`config.mk`:
```
export PLATFORM = sky130hd
export DESIGN_NAME = t1_rx_sync_loss
export DESIGN_NICKNAME = d
export VERILOG_FILES = /design/src/rtl/t1los_pkg.sv /design/src/rtl/t1los_zero_run.sv /design/src/rtl/t1los_frame_pos.sv /design/src/rtl/t1los_ctrl.sv /design/src/rtl/t1_rx_sync_loss.sv
export SDC_FILE = /design/constraint.sdc
export NUM_CORES = 1
export LEC_CHECK = 0
export CORE_MARGIN = 1.5
export CORE_UTILIZATION = 56
export DETAILED_ROUTE_END_ITERATION = 10
export PLACE_DENSITY = 0.9
export SLEW_MARGIN = 10
export SYNTH_ARGS = -nofsm -noshare
export SYNTH_HDL_FRONTEND = slang
export SYNTH_SLANG_ARGS = --single-unit
```
`constraint.sdc`:
```
create_clock -name clk -period 2.4 [get_ports clk]
set_clock_uncertainty 0.2 [all_clocks]
set_input_delay 0.6 -clock clk [delete_from_list [all_inputs] [get_ports clk]]
set_output_delay 0.6 -clock clk [all_outputs]
set_load 0.01 [all_outputs]
```
`src/rtl/t1los_pkg.sv`:
```
package t1los_pkg;

   typedef enum logic [1:0] {
      LS_INSYNC = 2'd0,
      LS_HUNT   = 2'd1,
      LS_ARMED  = 2'd2,
      LS_FRAME1 = 2'd3
   } los_state_t;

   function automatic int unsigned run_limit(input bit short_run,
                                             input int unsigned long_zeros,
                                             input int unsigned short_zeros);
      return short_run ? short_zeros : long_zeros;
   endfunction

endpackage

```
`src/rtl/t1los_zero_run.sv`:
```
module t1los_zero_run #(
   parameter int unsigned THRESH = 128,
   localparam int unsigned CW = $clog2(THRESH + 1)
) (
   input  logic clk,
   input  logic rst_n,
   input  logic bit_en,
   input  logic rx_data,
   output logic run_hit
);

   generate
      if (THRESH < 2) begin : g_bad_thresh
         $error("t1los_zero_run: THRESH must be at least 2");
      end
   endgenerate

   logic [CW-1:0] run_cnt;
   logic          at_edge;

   assign at_edge = (run_cnt == CW'(THRESH - 1));
   assign run_hit = bit_en && !rx_data && at_edge;

   always_ff @(posedge clk or negedge rst_n) begin
      if (!rst_n) begin
         run_cnt <= '0;
      end else if (bit_en) begin
         if (rx_data) begin
            run_cnt <= '0;
         end else if (run_cnt != CW'(THRESH)) begin
            run_cnt <= run_cnt + 1'b1;
         end
      end
   end

   assert_count_bound_R2: assert property (@(posedge clk) disable iff (!rst_n)
      run_cnt <= CW'(THRESH));

   assert_one_clears_R2: assert property (@(posedge clk) disable iff (!rst_n)
      (bit_en && rx_data) |=> (run_cnt == '0));

   assert_idle_holds_R2: assert property (@(posedge clk) disable iff (!rst_n)
      !bit_en |=> $stable(run_cnt));

   assert_single_hit_R3: assert property (@(posedge clk) disable iff (!rst_n)
      run_hit |=> !run_hit);

endmodule

```
`src/rtl/t1los_frame_pos.sv`:
```
module t1los_frame_pos #(
   parameter int unsigned FRAME_BITS = 193,
   localparam int unsigned PW = $clog2(FRAME_BITS)
) (
   input  logic clk,
   input  logic rst_n,
   input  logic bit_en,
   input  logic fbit_strobe,
   output logic last_bit
);

   generate
      if (FRAME_BITS < 3) begin : g_bad_frame
         $error("t1los_frame_pos: FRAME_BITS must be at least 3");
      end
   endgenerate

   logic [PW-1:0] pos;

   assign last_bit = bit_en && !fbit_strobe && (pos == PW'(FRAME_BITS - 1));

   always_ff @(posedge clk or negedge rst_n) begin
      if (!rst_n) begin
         pos <= '0;
      end else if (bit_en) begin
         if (fbit_strobe) begin
            pos <= PW'(1);
         end else if (pos == PW'(FRAME_BITS - 1)) begin
            pos <= '0;
         end else begin
            pos <= pos + 1'b1;
         end
      end
   end

   assert_pos_range_R8: assert property (@(posedge clk) disable iff (!rst_n)
      pos < PW'(FRAME_BITS));

   assert_fbit_restarts_R8: assert property (@(posedge clk) disable iff (!rst_n)
      (bit_en && fbit_strobe) |=> (pos == PW'(1)));

endmodule

```
`src/rtl/t1los_ctrl.sv`:
```
module t1los_ctrl
   import t1los_pkg::*;
(
   input  logic clk,
   input  logic rst_n,
   input  logic bit_en,
   input  logic fbit_strobe,
   input  logic oof_pulse,
   input  logic run_hit,
   input  logic align_done,
   input  logic manual_resync,
   input  logic resync_req,
   input  logic last_bit,
   output logic sync_lost
);

   los_state_t state, state_nx;
   logic       auto_start;
   logic       manual_start;
   logic       start;

   assign auto_start   = !manual_resync && (oof_pulse || run_hit);
   assign manual_start = manual_resync && resync_req;
   assign start        = bit_en && (auto_start || manual_start);

   always_comb begin
      state_nx = state;
      if (start) begin
         state_nx = LS_HUNT;
      end else if (bit_en) begin
         unique case (state)
            LS_INSYNC: state_nx = LS_INSYNC;
            LS_HUNT:   if (align_done) state_nx = LS_ARMED;
            LS_ARMED:  if (fbit_strobe) state_nx = LS_FRAME1;
            LS_FRAME1: if (last_bit) state_nx = LS_INSYNC;
            default:   state_nx = LS_INSYNC;
         endcase
      end
   end

   always_ff @(posedge clk or negedge rst_n) begin
      if (!rst_n) begin
         state <= LS_INSYNC;
      end else begin
         state <= state_nx;
      end
   end

   assign sync_lost = (state != LS_INSYNC);

   assert_oof_rise_R5: assert property (@(posedge clk) disable iff (!rst_n)
      (bit_en && oof_pulse && !manual_resync) |=> sync_lost);

   assert_manual_hold_R6: assert property (@(posedge clk) disable iff (!rst_n)
      (!sync_lost && manual_resync && !(bit_en && resync_req)) |=> !sync_lost);

   assert_auto_req_ignored_R7: assert property (@(posedge clk) disable iff (!rst_n)
      (!sync_lost && !manual_resync && !(bit_en && (oof_pulse || run_hit)))
      |=> !sync_lost);

   assert_fall_on_bit_R8: assert property (@(posedge clk) disable iff (!rst_n)
      $fell(sync_lost) |-> $past(bit_en && last_bit));

   assert_start_wins_R10: assert property (@(posedge clk) disable iff (!rst_n)
      start |=> (state == LS_HUNT));

endmodule

```
`src/rtl/t1_rx_sync_loss.sv`:
```
module t1_rx_sync_loss
   import t1los_pkg::*;
#(
   parameter int unsigned FRAME_BITS  = 193,
   parameter bit          SHORT_RUN   = 1'b0,
   parameter int unsigned LONG_ZEROS  = 128,
   parameter int unsigned SHORT_ZEROS = 32,
   localparam int unsigned RUN_LIMIT  = run_limit(SHORT_RUN, LONG_ZEROS, SHORT_ZEROS)
) (
   input  logic clk,
   input  logic rst_n,
   input  logic bit_en,
   input  logic rx_data,
   input  logic fbit_strobe,
   input  logic oof_pulse,
   input  logic align_done,
   input  logic manual_resync,
   input  logic resync_req,
   output logic sync_lost
);

   generate
      if (SHORT_ZEROS >= LONG_ZEROS) begin : g_bad_runs
         $error("t1_rx_sync_loss: SHORT_ZEROS must be below LONG_ZEROS");
      end
   endgenerate

   logic run_hit;
   logic last_bit;

   generate
      if (SHORT_RUN) begin : g_short_run
         t1los_zero_run #(.THRESH(SHORT_ZEROS)) u_run (
            .clk     (clk),
            .rst_n   (rst_n),
            .bit_en  (bit_en),
            .rx_data (rx_data),
            .run_hit (run_hit)
         );
      end else begin : g_long_run
         t1los_zero_run #(.THRESH(LONG_ZEROS)) u_run (
            .clk     (clk),
            .rst_n   (rst_n),
            .bit_en  (bit_en),
            .rx_data (rx_data),
            .run_hit (run_hit)
         );
      end
   endgenerate

   t1los_frame_pos #(.FRAME_BITS(FRAME_BITS)) u_pos (
      .clk         (clk),
      .rst_n       (rst_n),
      .bit_en      (bit_en),
      .fbit_strobe (fbit_strobe),
      .last_bit    (last_bit)
   );

   t1los_ctrl u_ctrl (
      .clk           (clk),
      .rst_n         (rst_n),
      .bit_en        (bit_en),
      .fbit_strobe   (fbit_strobe),
      .oof_pulse     (oof_pulse),
      .run_hit       (run_hit),
      .align_done    (align_done),
      .manual_resync (manual_resync),
      .resync_req    (resync_req),
      .last_bit      (last_bit),
      .sync_lost     (sync_lost)
   );

   assert_reset_low_R1: assert property (@(posedge clk)
      !rst_n |=> (!rst_n || !sync_lost));

   assert_idle_cycle_stable_R2: assert property (@(posedge clk) disable iff (!rst_n)
      !bit_en |=> $stable(sync_lost));

   assert_align_idle_R9: assert property (@(posedge clk) disable iff (!rst_n)
      (!sync_lost && bit_en && align_done && !oof_pulse && !resync_req &&
       !run_hit) |=> !sync_lost);

   assert_run_rise_R3: assert property (@(posedge clk) disable iff (!rst_n)
      (run_hit && !manual_resync) |=> sync_lost);

endmodule

```
* Word-level counts from Yosys, hierarchy flattened
Index checks and enable logic that the tools add are counted.
** Storage, ports and cells
- Register bits :: 18
- Input bits :: 9
- Word-level logic and storage cells :: 42
** Operators by class
- Add/subtract/negate cells :: 2
- Equality and inequality tests :: 9
- Muxes and demuxes :: 10
- Reduce and logical (&&, ||, !) cells :: 18
** Operators by type and width (count)
- $mux W8 :: 4
- $add A8 B1 Y8 const B :: 2
- $mux W2 :: 5
- $ne A3 B2 Y1 const B :: 3
- $eq A8 B7 Y1 const B :: 1
- $eq A8 B8 Y1 const B :: 1
- $ne A8 B8 Y1 const B :: 1
- $pmux W2 S4 :: 1
- $logic_and A1 B1 Y1 :: 7
- $reduce_bool A2 Y1 :: 3
- $eq A2 B2 Y1 const B :: 2
- $reduce_and A4 Y1 :: 1
- $logic_not A1 Y1 :: 3
- $eq A2 B1 Y1 const B :: 1
- $logic_not A2 Y1 :: 1
- $logic_or A1 B1 Y1 :: 2
- $reduce_and A2 Y1 :: 1

* Depth between registers and ports, before layout
- Word-level depth :: 9
- Mapped depth :: 7
- Gate-level depth less buffers :: 6

* Hierarchy
Synthesis repeated with hierarchy kept, for this count alone.
** Second synthesis, totals
- Cells, all modules :: 129
- Area, all modules :: 1213.7 um^2
** By module, submodules not included
- t1los_zero_run :: instances 1, cells each 57, area an instance 525.5 um^2, sequential area each 200.2 um^2
- t1los_frame_pos :: instances 1, cells each 52, area an instance 500.5 um^2, sequential area each 200.2 um^2
- t1los_ctrl :: instances 1, cells each 20, area an instance 187.7 um^2, sequential area each 50.0 um^2

* Worst setup path before layout
No wires, ideal clock.
- Path kind :: input to register
- Start :: input rx_data
- End :: register g_long_run.u_run.run_cnt[0]
- Library setup time :: 0.125 ns
- Data arrival time :: 1.689 ns
- Required time :: 2.075 ns
- Path slack :: 0.387 ns
- Stages on the path :: 5
- Cell sequence :: clkbuf_1 -> nor4_1 -> nand4_1 -> nand2_1 -> mux2_2
** On the way
- Word-level cells in the longest chain between the ends :: 2
- Elaborated cells on any way between the ends :: 3
- Those cells by class :: 1 x mux; 2 x reduce/logical
** Ends and longest elaborated chain
- start, declared :: line t1_rx_sync_loss.sv:13 : input logic rx_data,
- $reduce_bool A2 Y1 (no source line)
- $reduce_and A2 Y1 (no source line)
- end signal, assigned :: line t1los_zero_run.sv:31 : run_cnt <= run_cnt + 1'b1;
- end, declared :: line t1los_zero_run.sv:18 : logic [CW-1:0] run_cnt;
Parallel ways exist; a longest one is shown, timed or not.
A chain may end at the register's enable or synchronous reset.

* Worst setup path in the final report
- Start :: register u_pos.pos[0]
- End :: register u_ctrl.state[1]
** On the way
- Word-level cells in the longest chain between the ends :: 4
** Ends and longest elaborated chain
- start, declared :: line t1los_frame_pos.sv:18 : logic [PW-1:0] pos;
- start signal, assigned :: line t1los_frame_pos.sv:31 : pos <= pos + 1'b1;
- $eq A8 B8 Y1 :: line t1los_frame_pos.sv:20 : assign last_bit = bit_en && !fbit_strobe && (pos == PW'(FRAME_BITS - 1));
- $logic_and A1 B1 Y1 :: line t1los_frame_pos.sv:20
- $ne A3 B2 Y1 (no source line)
- $reduce_and A4 Y1 (no source line)
- end signal, assigned :: line t1los_ctrl.sv:45 : state <= state_nx;
- end, declared :: line t1los_ctrl.sv:17 : los_state_t state, state_nx;
No other way between the ends.

==> impl_results.md <==
- Largest fanout on the critical path: 4
- Antenna viol nets, final: 0
- Setup TNS: 0 ps
- HP Start: u_pos.pos[6]
- Syn Inst Count: 118
- Distinct cells, synth: 38
- # diodes: 0
- Type of the tightest min-delay check: reg2reg
- Post-layout instance area: around 0.0013 mm2
- Switching Share: between 30% and 40%
- CP Launch Type: flip-flop
- Vias/cell: between 6 and 7
- Hold slack: about 330 ps
- Cells after DPL: roughly 150
- Power per Cell Area: ~620 mW/mm2
- Routed len/inst: between 10 and 15 um
- Reg-to-Reg Start: u_pos.pos[0]
- FMAX: ~0.48 GHz
- Die area: roughly 0.0023 mm2
- Total power: 0.8152 mW
- NetSw: 0.2720 mW
- Fraction of registers with async set/reset: between 90% and 100%
- Worst slew pin tran: approximately 320 ps
- Post-route DRC: 0
- Worst stage delay on the critical path: roughly 420 ps
- Layout cell share with drive strength beyond 1: 11.45%
- Critical-path top delay cell: dfrtp_1
- Max-slew violations: 0
- Setup crit start: u_pos.pos[0]
- Final number of setup-violating endpoints: 0
- Aggregate global-route resource usage: a little over a fifth
- DPL Wire Length: about 1700 um
- Most common flop cell mapped by yosys: dfrtp_1
- CTS Buf Count: 3
- Final worst slack: around 330 ps
- Hold_buf cts: 0
- Worst slack, placed: about 28 ps
- # fillers: ~150
- Post-Route WL: around 2200 um
- GP Congestion: approximately 0.85
- Core area: between 0.0015 and 0.002 mm2
- Post-synthesis sequential area ratio: 39.39%
- Worst Path Required: ~2400 ps
- RSZ-0062 raised after global routing: false
- Combinational cell fraction of total power: a little under a third
- Worst EP arrival: roughly 2100 ps
- CTS tree: done
- Syn_area_per_cell: 9.692 um2
- Max Cap Violations: 0
- Vias after detailed routing: approximately 960
- Critical path buffers and inverters: 1
- DR iter-0 viols: 20
- Post-layout util: around two thirds
- Worst IR drop on VDD: approximately 0.0005 V
- Crit. End Element: flip-flop
- IO Pins: 10
- Initial antenna violation count: 0
- DRT Pass-1 Iters: 4
- Hold Fails Final Rpt: 0
- CTS max path bufs: 2
- Final worst-path cycle share: between 80% and 90%
- Synthesized area: roughly 0.0011 mm2
- Final cell count without fillers: between 150 and 200
- Largest net degree at the start of global routing: 19
- Row cnt: 16
- Crit-path cells: inv_1 -> ha_1 -> nand4bb_4 -> o41a_1 -> or3b_1 -> a21boi_1
- Leak: 0.5900 nW
- Final #Nets: 150
- WS Path Type: reg2reg
- Worst-skew pair later-pin latency: between 200 and 300 ps
- Count of input and output buffers: 9
- Period minus WS final: roughly 2100 ps
- Via count of the first global-routing pass: 830
- Syn Nets: 135
- First-pass GRT wire length: between 3000 and 4000 um
- Clock sink count: 18
- Area Growth Syn to Fin: 14.99%
- Top delay family on crit path: compound AO/OA/AOI/OAI gates
- Commonest non-fill, non-tap cells in the layout: 18 x dfrtp_1, 13 x inv_1, 8 x ha_1, 8 x clkdlybuf4s50_1, 7 x buf_4
- Clk slew on worst S/H paths: roughly 100 ps
- Part of the power in registers: around half
- EDFF count, synth: 0
- Leading cell type in the layout, fill and taps excluded: dfrtp_1
- Synthesized flop and latch total: 18
- Area post-placement: 0.001275 mm2
- Die H: just under 50 um
- Int Pwr: 0.5433 mW
- H-Tree Depth: 1
- Slew HR: about four fifths
- Clk pwr share: 18.4%
- Initial Utilization: between 50% and 60%
- Clock root cell: clkbuf_4
- Die extent in x: roughly 48 um
- Status: finished clean
- Global route overflow: 0
- Synthesis Warnings: 0
layout make-up:
| cell class | count | area (um2) | share of cell area (%) |
|---|---|---|---|
| inverters | 13 | 48.80 | 3.711 |
| well taps | 27 | 33.78 | 2.569 |
| multi-input cells | 81 | 614.3 | 46.72 |
| flip-flops and latches | 18 | 450.4 | 34.25 |
| repair buffers | 16 | 145.1 | 11.04 |
| clock buffers | 3 | 22.52 | 1.713 |
synthesized netlist by cell type (all sizes together), types with 2 or more instances:
| cell type | n | area (um2) |
|---|---|---|
| a22o | 4 | 36.29 |
| nor2b | 4 | 25.02 |
| o311ai | 2 | 17.52 |
| a31oi | 6 | 37.54 |
| nand3 | 6 | 30.03 |
| o41ai | 4 | 35.03 |
| nor2 | 3 | 11.26 |
| clkbuf | 5 | 18.77 |
| o21ai | 4 | 20.02 |
| inv | 13 | 48.80 |
| and3 | 3 | 18.77 |
| ha | 8 | 100.1 |
| nand2 | 6 | 22.52 |
| dfrtp | 18 | 450.4 |
| xnor2 | 4 | 35.03 |
| a21oi | 5 | 25.02 |
| nand4 | 3 | 18.77 |
worst reg2reg max path: stages, from the launching register on:
cell       delay [ps]
dfrtp_1           420
inv_1             100
ha_1              220
nand4bb_4         140
o41a_1            420
or3b_1            380
a21boi_1          120
power by group through the flow:
| stage | logic, mW | registers [mW] | clock network (mW) |
|---|---|---|---|
| final | 0.260 | 0.405 | 0.150 |
| after CTS | 0.241 | 0.408 | 0.149 |
| after detailed placement | 0.240 | 0.411 | 0 |
| after global placement | 0.224 | 0.410 | 0 |
| after global routing | 0.298 | 0.413 | 0.163 |
| after floorplan | 0.160 | 0.397 | 0 |
state kept, by name, summed over array words and instances, names as in the netlist:
| signal | count |
|---|---|
| g_long_run.u_run.run_cnt | 8 |
| u_pos.pos | 8 |
| u_ctrl.state | 2 |
logic make-up (layout without fill, tap and decap cells):
logic type,count (synthesis),in the layout,share of synthesized area [%]
mux,2,2,1.860
fa+ha+maj,8,8,8.753
compound gates,33,33,21.34
xor+xnor,5,5,3.829
simple gates,33,33,17.94
flops,18,18,39.39
buf+inv,19,32,6.893
worst paths after layout:
path	endpoint	slack [ps]	cells past startpoint
hold / removal	u_pos.pos[6]	330	1
setup / recovery	u_ctrl.state[1]	330	6
min in group asynchronous	g_long_run.u_run.run_cnt[4]	430	2
hold reg to reg	u_pos.pos[6]	330	1
setup reg to reg	u_ctrl.state[1]	330	6
max in group asynchronous	u_ctrl.state[1]	1370	2
layer usage:
layer	vias to the layer above	GRT usage, %	share of wire [%]
met1	444	29.40	46
met2	42	34.21	47
li1	464	-	-
met5	-	0	0
met3	6	2.963	6.2
met4	0	9.189	1.4
what timing repair did:
item | CTS | global route
buffers inserted | 0 | 2
gates resized for setup | 0 | 1
setup endpoints to repair | 0 | 1
Note: power is estimated with default switching activity, not from simulation.
